===== src/rtl/gpio_pad_pkg.sv =====
package gpio_pad_pkg;
  localparam int NUM_REGS = 4;
  localparam int SEL_W    = 2;

  typedef enum logic [SEL_W-1:0] {
    REG_DIR  = 2'd0,
    REG_OUT  = 2'd1,
    REG_PULL = 2'd2,
    REG_ODRN = 2'd3
  } reg_sel_e;
endpackage


===== src/rtl/gpio_ctrl_regs.sv =====
module gpio_ctrl_regs
  import gpio_pad_pkg::*;
#(
  parameter int W = 8
) (
  input  logic             clk,
  input  logic             por_rst,
  input  logic             hw_stby,
  input  logic             hold,
  input  logic             wr_en,
  input  logic [SEL_W-1:0] sel,
  input  logic [W-1:0]     wr_data,
  output logic [W-1:0]     dir_q,
  output logic [W-1:0]     out_q,
  output logic [W-1:0]     pull_q,
  output logic [W-1:0]     odrn_q,
  output logic [W-1:0]     rd_data
);
  logic [W-1:0] bank [NUM_REGS];
  logic         wr_ok;

  // Writes are blocked by any reset or standby input.
  assign wr_ok = wr_en && !hw_stby && !hold;

  for (genvar r = 0; r < NUM_REGS; r++) begin : g_reg
    // Pull-up and open-drain registers are also cleared by hardware standby.
    localparam bit STBY_CLR = (r == int'(REG_PULL)) || (r == int'(REG_ODRN));
    always_ff @(posedge clk) begin
      if (por_rst) begin
        bank[r] <= '0;
      end else if (STBY_CLR && hw_stby) begin
        bank[r] <= '0;
      end else if (wr_ok && (sel == SEL_W'(r))) begin
        bank[r] <= wr_data;
      end
    end
  end

  always_ff @(posedge clk) begin
    if (por_rst) rd_data <= '0;
    else         rd_data <= bank[sel];
  end

  assign dir_q  = bank[REG_DIR];
  assign out_q  = bank[REG_OUT];
  assign pull_q = bank[REG_PULL];
  assign odrn_q = bank[REG_ODRN];
endmodule


===== src/rtl/gpio_mode_decode.sv =====
module gpio_mode_decode #(
  parameter int           W               = 8,
  parameter int           MODE_W          = 3,
  parameter logic [W-1:0] PU_PARTIAL_MASK = 8'hE0
) (
  input  logic [MODE_W-1:0] mode,
  output logic [W-1:0]      pu_mask,
  output logic              od_allow
);
  localparam logic [W-1:0] ALL_ON = {W{1'b1}};

  always_comb begin
    pu_mask  = '0;
    od_allow = 1'b0;
    case (mode)
      MODE_W'(1), MODE_W'(2), MODE_W'(3), MODE_W'(7): begin
        pu_mask  = ALL_ON;
        od_allow = 1'b1;
      end
      MODE_W'(6): pu_mask = ALL_ON;
      MODE_W'(4), MODE_W'(5): pu_mask = PU_PARTIAL_MASK;
      default: begin
        pu_mask  = '0;
        od_allow = 1'b0;
      end
    endcase
  end
endmodule


===== src/rtl/gpio_pad_drive.sv =====
module gpio_pad_drive #(
  parameter int W = 8
) (
  input  logic         clk,
  input  logic         por_rst,
  input  logic [W-1:0] dir_q,
  input  logic [W-1:0] out_q,
  input  logic [W-1:0] pull_q,
  input  logic [W-1:0] odrn_q,
  input  logic [W-1:0] pu_mask,
  input  logic         od_allow,
  output logic [W-1:0] pad_oe,
  output logic [W-1:0] pad_pu,
  output logic [W-1:0] pad_pmos_en,
  output logic [W-1:0] pad_nmos_en
);
  for (genvar i = 0; i < W; i++) begin : g_pin
    logic od_on;
    assign od_on = odrn_q[i] && od_allow;

    always_ff @(posedge clk) begin
      if (por_rst) begin
        pad_oe[i]      <= 1'b0;
        pad_pu[i]      <= 1'b0;
        pad_pmos_en[i] <= 1'b0;
        pad_nmos_en[i] <= 1'b0;
      end else begin
        pad_oe[i]      <= dir_q[i];
        pad_pu[i]      <= !dir_q[i] && pull_q[i] && pu_mask[i];
        pad_pmos_en[i] <= dir_q[i] && out_q[i] && !od_on;
        pad_nmos_en[i] <= dir_q[i] && !out_q[i];
      end
    end
  end
endmodule


===== src/rtl/gpio_pad_ctrl.sv =====
module gpio_pad_ctrl
  import gpio_pad_pkg::*;
#(
  parameter int           W               = 8,
  parameter int           MODE_W          = 3,
  parameter logic [W-1:0] PU_PARTIAL_MASK = 8'hE0
) (
  input  logic              clk,
  input  logic              por_rst,
  input  logic              man_rst,
  input  logic              hw_stby,
  input  logic              sw_stby,
  input  logic [MODE_W-1:0] mode,
  input  logic              wr_en,
  input  logic [SEL_W-1:0]  sel,
  input  logic [W-1:0]      wr_data,
  output logic [W-1:0]      rd_data,
  output logic [W-1:0]      pad_oe,
  output logic [W-1:0]      pad_pu,
  output logic [W-1:0]      pad_pmos_en,
  output logic [W-1:0]      pad_nmos_en
);
  logic [W-1:0] dir_q, out_q, pull_q, odrn_q, pu_mask;
  logic         od_allow;

  gpio_ctrl_regs #(.W(W)) u_regs (
    .clk     (clk),
    .por_rst (por_rst),
    .hw_stby (hw_stby),
    .hold    (man_rst | sw_stby),
    .wr_en   (wr_en),
    .sel     (sel),
    .wr_data (wr_data),
    .dir_q   (dir_q),
    .out_q   (out_q),
    .pull_q  (pull_q),
    .odrn_q  (odrn_q),
    .rd_data (rd_data)
  );

  gpio_mode_decode #(.W(W), .MODE_W(MODE_W), .PU_PARTIAL_MASK(PU_PARTIAL_MASK)) u_mode (
    .mode     (mode),
    .pu_mask  (pu_mask),
    .od_allow (od_allow)
  );

  gpio_pad_drive #(.W(W)) u_drive (
    .clk         (clk),
    .por_rst     (por_rst),
    .dir_q       (dir_q),
    .out_q       (out_q),
    .pull_q      (pull_q),
    .odrn_q      (odrn_q),
    .pu_mask     (pu_mask),
    .od_allow    (od_allow),
    .pad_oe      (pad_oe),
    .pad_pu      (pad_pu),
    .pad_pmos_en (pad_pmos_en),
    .pad_nmos_en (pad_nmos_en)
  );
endmodule


===== config.mk =====
export PLATFORM = sky130hd
export DESIGN_NAME = gpio_pad_ctrl
export DESIGN_NICKNAME = d
export VERILOG_FILES = /design/src/rtl/gpio_pad_pkg.sv /design/src/rtl/gpio_ctrl_regs.sv /design/src/rtl/gpio_mode_decode.sv /design/src/rtl/gpio_pad_drive.sv /design/src/rtl/gpio_pad_ctrl.sv
export SDC_FILE = /design/constraint.sdc
export NUM_CORES = 1
export LEC_CHECK = 0
export BUFFER_PORTS_ARGS = -buffer_cell sky130_fd_sc_hd__clkbuf_2
export CAP_MARGIN = 20
export CORE_MARGIN = 4
export CORE_UTILIZATION = 34
export DETAILED_ROUTE_END_ITERATION = 16
export HOLD_SLACK_MARGIN = 0.03
export PLACE_DENSITY = 0.6
export SLEW_MARGIN = 20
export SYNTH_ARGS = -nofsm -noshare
export SYNTH_HDL_FRONTEND = slang
export SYNTH_SLANG_ARGS = --single-unit

===== constraint.sdc =====
create_clock -name clk -period 4.4 [get_ports clk]
set_input_delay 1.1 -clock clk [delete_from_list [all_inputs] [get_ports clk]]
set_output_delay 1.1 -clock clk [all_outputs]
set_load 0.05 [all_outputs]

; Word-level counts from Yosys, hierarchy flattened
; Memory sizes are Yosys's and may differ from the RTL's. A register that Yosys moved wholly into a read port is not among the register bits.
; Index checks and enable logic that the tools add are counted.
[totals]
elab_cells = 161
ramBits = 32
in_bits = 19
output_inout_bits = 40
n_memories = 1
reg_bits = 32
[memory_table]
columns = memory, depth, width, read_ports, rd_ports_with_merged_regs, write_ports, line
row1 = u_regs.bank, 4, 8, 5, 1, 4, gpio_ctrl_regs.sv:19  ; logic [W-1:0] bank [NUM_REGS];
[op_classes]
n_reduce_logical = 84
n_eq_ne = 10
n_bitwise = 7
mux = 27
[op_table]
columns = op, count
row1 = logical AND 1 bit, 54
row2 = two-way mux 8 bit, 6
row3 = logical NOT 1 bit, 26
row4 = two-way mux 1 bit, 20
row5 = case mux 8 bit (2 select lines), 1
row6 = == test 3 bit (second input constant), 4
row7 = bitwise OR 1 bit, 7
row8 = == test 3 x 2 -> 1 bit (second input constant), 2
row9 = OR reduction 5 bit, 1
row10 = == test 2 bit (second input constant), 2
row11 = OR reduction 4 bit, 1
row12 = == test 3 x 1 -> 1 bit (second input constant), 1
row13 = == test 2 x 1 -> 1 bit (second input constant), 1
row14 = logical NOT 2 bit, 1
row15 = OR reduction 2 bit, 1

; Longest topological paths before layout
; Gate-level depths: netlist of run 1.
[depth]
depth_word = 9
mapped_depth = 5
depth_no_buf = 2

; By module
; Synthesis of run 1 repeated with hierarchy kept, for this count alone.
[hier_totals]
cells_unflattened = 206
area_unflattened_um2 = 2768.9
[by_module_without_submodules]
columns = module, cells_per_inst, area_each_um2, n_inst, seq_area_each_um2
row1 = gpio_ctrl_regs, 121, 1730.4, 1, 1121.1
row2 = gpio_pad_drive, 74, 957.2, 1, 640.6
row3 = gpio_mode_decode, 10, 75.1, 1, 0.0
row4 = gpio_pad_ctrl, 1, 6.3, 1, 0.0

; Least setup slack after synthesis of run 1
; OpenSTA, ideal clock, no wires.
[synth_path]
kind = input to register
from = input port sel[0]
to = memory u_regs.bank[1][0] (enable)
setup_slack_ns = 1.461
t_required_ns = 4.002
t_arrival_ns = 2.540
path_stages = 4
n_path_buf = 2
setup_ns = 0.398
path_cell_list = clkbuf_2 buf_2 inv_1 o41ai_1
[synth_rtl]
columns = item, line
row1 = from (decl), gpio_pad_ctrl.sv:15  ; input logic [SEL_W-1:0] sel,
row2 = to (decl), gpio_ctrl_regs.sv:19

==> impl_results.rst, run 1 <==
.. list-table::
   :header-rows: 1

   * - Metric
     - Value
   * - Total routing resource utilization after global routing
     - around an eighth
   * - Area share of the largest cell type after synthesis
     - around 34%
   * - Endpoints failing hold
     - 0
   * - Crit path required time
     - 4.38 ns
   * - Total of max-cap violations
     - 0
   * - Yosys Warn Count
     - 0
   * - Number of library cell types mapped by synthesis
     - 30
   * - Total Nets Final
     - 300
   * - Final routed wire length divided by cell count
     - about 16 µm
   * - # DRC
     - 0
   * - Async set-reset flop share out of synthesis
     - 0%
   * - Dpl cell area
     - 0.003151 mm²
   * - Primary FF master, synth
     - dfxtp_1
   * - Number of DRC markers after the initial detailed-route iteration
     - 100
   * - Detailed-route vias per instance
     - around 5
   * - Number of enable-type register cells in the synthesized netlist
     - 32
   * - Total power density per cell area
     - 425.0 mW/mm²
   * - Clock latency on the worst-skew pair
     - 0.34 ns
   * - Slowest cell on the critical path
     - o21ai_1
   * - Compound-cell area share of the yosys netlist
     - under 10%
   * - Via count
     - 1937
   * - Final count of negative-setup-slack endpoints
     - 0
   * - Half-perimeter wire length of the detailed placement result
     - 4.357 mm
   * - Largest net degree at the start of global routing
     - 33
   * - Synth Area in XOR/XNOR
     - 0%
   * - Sum of overflow across all layers after global routing
     - 0
   * - Setup crit start kind
     - input port
   * - Clock buffers created by TritonCTS
     - 9
   * - Main combinational cell family by area after synthesis
     - simple AND/OR/NAND/NOR gates
   * - Slew at the pin closest to its max-slew limit
     - 0.7562 ns
   * - Cell leakage power
     - approximately 1.3 nW
   * - First-pass iteration count of the detailed router
     - 4
   * - Clock period minus worst slack
     - 2.420 ns
   * - Net count of the mapped netlist
     - 243
   * - Worst IR Drop VDD
     - 0.1418 mV
   * - Number of buffers added for setup after CTS
     - 0
   * - Final period utilization
     - 55.00%
   * - First-pass GRT wire length
     - between 9 and 10 mm
   * - Post-synthesis sequential area ratio
     - a little over three fifths
   * - Die width
     - between 90 and 100 µm
   * - Count of instances resized after the clock tree is built
     - 0
   * - Count of inserted antenna diode cells
     - 0
   * - Layout Cells excl Fill
     - 388
   * - Initial core utilization
     - 35.60%
   * - Skew final
     - 0.009177 ns
   * - H-Tree Depth
     - 3
   * - Via count of the first global-routing pass
     - 1836
   * - Clock edge transition at the registers on the reported setup and hold paths
     - 0.07 ns
   * - Simple-gate share of the synthesized area
     - between 20% and 30%
   * - Number of cell rows
     - 32
   * - Share of post-route cells with drive strength above 1
     - 30.42%
   * - Worst endpoint data arrival time
     - 2.40 ns
   * - Maximum clock rate
     - approximately 410 MHz
   * - Core box area
     - between 0.007 and 0.008 mm²
   * - Final cell area excluding filler cells
     - 0.003347 mm²
   * - Most repeated cell in the gate-level netlist after synthesis
     - dfxtp_1
   * - Layout overhead on the synthesized area
     - 19.79%
   * - Clock tree from TritonCTS
     - done
   * - Antenna violations before repair
     - 0
   * - Number of placed instances, taps included
     - ~370
   * - Max_slew headroom
     - 49.25%
   * - Final Max Slew Viols
     - 0
   * - Result of the run
     - completed
   * - Adder and majority gate portion of the synthesized area
     - 0%
   * - Crit-path max FO
     - 24
   * - Crit-path max cell delay
     - 0.60 ns
   * - Kind of critical path
     - input port to flop
   * - Critical path capture point type
     - flop
   * - Commonest cells in the netlist
     - dfxtp_1 (40), edfxtp_1 (32), nor2_1 (24), nor2b_1 (24), mux2i_1 (16)
   * - Series of cell instances along the critical path
     - clkbuf_2, nand2b_1, o21ai_1
   * - RSZ-0062 raised after global routing
     - false
   * - Fraction of synthesized area in multiplexers
     - approximately 5.7%
   * - Die height
     - 98.65 µm
   * - Hold-fix buffers at CTS
     - 0
   * - Placer Congestion
     - 0.7939
   * - Dominant cell type by area after synthesis
     - edfxtp_1
   * - Hold crit path type
     - flop to flop
   * - Post-Synthesis Cells
     - 224
   * - Floorplan die area
     - 0.009732 mm²
   * - Top-level port count
     - ~60
   * - Total clock sinks
     - 72
   * - Clk root buf
     - clkbuf_8
   * - Biggest area contributors in the synthesized netlist
     - edfxtp_1 (34%), dfxtp_1 (29%), mux2i_1 (5.7%)
   * - Count of state elements after synthesis
     - 72
   * - Mapped cell area
     - 0.002794 mm²
   * - Final WL
     - 6.183 mm
   * - Synthesized area per cell
     - 12.47 µm²
   * - Input/output buffers
     - 58
   * - Post-route antenna net violation count
     - 0
   * - Maximum clock path buffer count
     - 2
   * - Sum of negative setup slack
     - 0 ns
stage by stage:
stage	setup slack (ns)	total power (W)	hold WS (ns)	utilization [%]
after floorplan	1.461	0.0008790	0.4336	-
after global placement	1.680	0.0009270	0.4616	40.15
after detailed placement	1.610	0.0009297	0.4583	40.15
after CTS	1.997	0.001439	0.4684	42.65
after global routing	1.902	0.001478	0.4888	42.65
final	1.980	0.001422	0.4648	42.65
critical path: cells and delay by family:
family,cells,cell delay (ns)
AO/OA/AOI/OAI,1,0.60
buffers and inverters,1,0.40
AND/OR/NAND/NOR,1,0.30
placed cells by master, fill, tap and decap left out, types with 9 or more instances in the layout:
cell type / n
edfxtp_1: 32
nor2_1: 24
mux2i_1: 16
clkbuf_8: 10
nor2b_1: 24
clkbuf_2: 58
dfxtp_1: 40
nand4bb_1: 9
where the power goes:
part           switching (W)  leakage (nW)  internal (W)  total, W
clock network       0.000235         0.106      0.000274  0.000509
registers          0.0000182         0.656      0.000732  0.000750
logic               0.000118         0.551     0.0000452  0.000163
final timing paths:
check,startpoint,endpoint,slack (ns),cells past startpoint
worst max-delay path,sel[0],u_regs.bank[2][7],1.98,3
worst min-delay path,u_regs.bank[1][0],u_drive.pad_nmos_en[0],0.46,1
worst max register to register,u_regs.bank[0][4],u_drive.pad_pu[4],3.33,1
worst min register to register,u_regs.bank[1][0],u_drive.pad_nmos_en[0],0.46,1
layer usage:
| metal | vias to the layer above | track usage [%] | share of wire, % |
|---|---|---|---|
| met1 | 918 | 17.22 | 44 |
| li1 | 931 | - | - |
| met4 | 0 | 7.248 | 2.1 |
| met2 | 77 | 20.18 | 46 |
| met5 | - | 0 | 0 |
| met3 | 11 | 2.689 | 8.5 |
logic make-up after synthesis:
logic type	Yosys count
buffers and inverters	22
AO/OA/AOI/OAI	25
flip-flops	72
multiplexers	16
AND/OR/NAND/NOR	89
area by class of cell:
| type | instances | area, µm² |
|---|---|---|
| fillers | 789 | 4501 |
| flip-flops and latches | 72 | 1762 |
| multi-input cells | 130 | 925.9 |
| repair buffers | 60 | 305.3 |
| clock buffers | 10 | 137.6 |
| well taps | 102 | 127.6 |
| clock inverters | 6 | 58.81 |
| inverters | 8 | 30.03 |
sequential cells by signal (all words and copies together), names as in the netlist:
name                 cells
u_drive.pad_pmos_en      8
u_drive.pad_nmos_en      8
u_drive.pad_oe           8
u_regs.bank             32
u_regs.rd_data           8
u_drive.pad_pu           8
Power figures use the tool's default switching activity.
==> inputs of run 2 (changes only) <==
ABC_AREA = 1   (was not set)
clock period = 2.4 ns   (was 4.4 ns; I/O delays follow)
==> impl_results.rst, run 2 <==
.. list-table::
   :header-rows: 1

   * - Metric
     - Value
   * - Synthesized area per cell
     - 9.970 µm²
   * - Clock edge transition at the registers on the reported setup and hold paths
     - 0.07 ns
   * - Total Nets Final
     - 373
   * - Area share of the largest cell type after synthesis
     - 33.58%
   * - Die height
     - between 90 and 100 µm
   * - Commonest cells in the netlist
     - nor2_1 (49), nand3_1 (41), dfxtp_1 (40), nand2_1 (39), edfxtp_1 (32)
   * - Crit-path max FO
     - 10
   * - Async set-reset flop share out of synthesis
     - 0%
   * - Final Max Slew Viols
     - 0
   * - Total clock sinks
     - 72
   * - Yosys Warn Count
     - 0
   * - Clock buffers created by TritonCTS
     - 9
   * - Final WL
     - 6.469 mm
   * - Input/output buffers
     - just under 60
   * - Sum of negative setup slack
     - 0 ns
   * - Dominant cell type by area after synthesis
     - edfxtp_1
   * - Clock latency on the worst-skew pair
     - between 0.3 and 0.4 ns
   * - Most repeated cell in the gate-level netlist after synthesis
     - nor2_1
   * - Endpoints failing hold
     - 0
   * - Via count
     - 2190
   * - Worst endpoint data arrival time
     - 1.61 ns
   * - Part of the power in registers
     - 54.2%
   * - Biggest area contributors in the synthesized netlist
     - edfxtp_1 (34%), dfxtp_1 (28%), nand3_1 (7.2%)
   * - # DRC
     - 0
   * - Combined area of the multi-input logic cells
     - around 890 µm²
   * - Most frequent standard cell in the layout excluding fill and tap cells
     - clkbuf_2
   * - Number of placed instances, taps included
     - 448
   * - Most frequent cells in the layout
     - clkbuf_2 (58), nor2_1 (49), nand3_1 (41)
   * - Max FFs per register
     - 32
   * - Number of DRC markers after the initial detailed-route iteration
     - 115
   * - Antenna violations before repair
     - 0
   * - Mapped cell area
     - 0.002861 mm²
   * - Count of instances resized after the clock tree is built
     - 0
   * - Total routing resource utilization after global routing
     - 14.25%
   * - Clock tree from TritonCTS
     - done
   * - Layout overhead on the synthesized area
     - 19.55%
   * - Placer Congestion
     - 0.8099
   * - Register area
     - 0.001762 mm²
   * - Setup slack after layout
     - 0.8152 ns
   * - Floorplan die area
     - about 0.0099 mm²
   * - Detailed-route vias per instance
     - between 4 and 5
   * - Hold-fix buffers at CTS
     - 0
   * - Hold crit path type
     - flop to flop
   * - Max_slew headroom
     - 72.52%
   * - Core box area
     - roughly 0.0082 mm²
   * - Count of filler cells inserted in the layout
     - 819
   * - Count of inserted antenna diode cells
     - 0
   * - First-pass iteration count of the detailed router
     - 4
   * - Skew final
     - 0.007395 ns
   * - Largest net degree at the start of global routing
     - 25
   * - Number of library cell types mapped by synthesis
     - 23
   * - Post-route antenna net violation count
     - 0
   * - Initial core utilization
     - 34.83%
   * - Post-synthesis sequential area ratio
     - 61.57%
   * - Switching share of power
     - a little over a quarter
   * - Maximum clock rate
     - ~630 MHz
   * - Register with the most flip-flops
     - u_regs.bank
   * - Total of max-cap violations
     - 0
   * - First-pass GRT wire length
     - about 11 mm
   * - Worst IR Drop VDD
     - roughly 0.21 mV
   * - Primary FF master, synth
     - dfxtp_1
   * - Post-layout util
     - 41.63%
   * - Share of post-route cells with drive strength above 1
     - 27.86%
   * - Part of the power in the clock network
     - 33.3%
   * - Switch Pwr
     - 0.0006835 W
   * - Combinational group share of total power
     - 12.5%
   * - RSZ-0062 raised after global routing
     - false
   * - Final count of negative-setup-slack endpoints
     - 0
   * - Setup crit start kind
     - input port
   * - Count of state elements after synthesis
     - 72
   * - Critical path capture point type
     - flop
   * - Die width
     - 99.74 µm
   * - Crit path required time
     - 2.43 ns
   * - Worst setup slack before clock tree synthesis
     - 0.4424 ns
   * - Post-Synthesis Cells
     - 287
   * - Kind of critical path
     - input port to flop
   * - Number of buffers added for setup after CTS
     - 0
   * - Result of the run
     - completed
   * - Cell leakage power
     - 1.604 nW
   * - Layout Cells excl Fill
     - 464
   * - Number of cell rows
     - 33
   * - Final routed wire length divided by cell count
     - 13.94 µm
   * - Half-perimeter wire length of the detailed placement result
     - between 4 and 5 mm
   * - Clk root buf
     - clkbuf_8
   * - Final period utilization
     - 66.03%
   * - Number of enable-type register cells in the synthesized netlist
     - 32
   * - Net count of the mapped netlist
     - 306
   * - Top-level port count
     - 59
   * - Clock period minus worst slack
     - 1.585 ns
   * - Slew at the pin closest to its max-slew limit
     - 0.4112 ns
   * - Sum of overflow across all layers after global routing
     - 0
   * - H-Tree Depth
     - 3
   * - Internal power contribution
     - 0.001848 W
   * - Total power density per cell area
     - ~740 mW/mm²
   * - Maximum clock path buffer count
     - 2
   * - Via count of the first global-routing pass
     - 2169
## run 2: layout make-up
| class | instances | share of cell area [%] |
|---|---|---|
| clock inverters | 1 | 0.1463 |
| multi-input cells | 173 | 25.90 |
| repair buffers | 66 | 10.24 |
| inverters | 32 | 3.511 |
| flip-flops and latches | 72 | 51.50 |
| well taps | 105 | 3.841 |
| clock buffers | 15 | 4.865 |
## run 2: kinds of logic after synthesis
logic type,count (synthesis),share of synthesized area [%]
and+or+nand+nor,171,30.61
DFF,72,61.57
buffers and inverters,42,7.477
AOI/OAI and AO/OA,2,0.3495
## run 2: power by group through the flow
stage	registers [W]	logic [W]	clock network [W]
final	0.00137	0.000317	0.000842
after global routing	0.00138	0.000342	0.000924
after CTS	0.00137	0.000320	0.000867
after detailed placement	0.00140	0.000319	0
after global placement	0.00140	0.000317	0
after floorplan	0.00150	0.000126	0
## run 2: critical path, cell delays in order
cell and delay [ns]:
clkbuf_2 0.31, nand2_1 0.12, nor2_2 0.10, nand3_2 0.16, nand2_1 0.31
## run 2: worst paths after layout
path | startpoint | end | slack [ns] | depth (start not counted)
max | sel[0] | u_regs.bank[3][2] | 0.82 | 5
min reg2reg | u_regs.bank[1][2] | u_drive.pad_nmos_en[2] | 0.48 | 1
max reg2reg | u_regs.bank[3][0] | u_regs.rd_data[0] | 1.52 | 4
min | u_regs.bank[1][2] | u_drive.pad_nmos_en[2] | 0.48 | 1
## run 2: metrics by stage
step	hold WS, ns	area, µm²	total power [W]
6_report	0.4830	3421	0.002532
5_1_grt	0.5170	3421	0.002645
4_1_cts	0.4854	3421	0.002560
3_5_place_dp	0.4751	3249	0.001719
3_3_place_gp	0.4792	3249	0.001716
2_1_floorplan	0.4322	2861	0.001627
## run 2: per-layer routing
layer	vias to the layer above	GRT usage, %	share of wire [%]
met2	65	21.75	46
met1	1033	17.65	44
met3	15	4.067	6.9
li1	1077	-	-
met4	0	8.929	3.0
met5	-	0	0
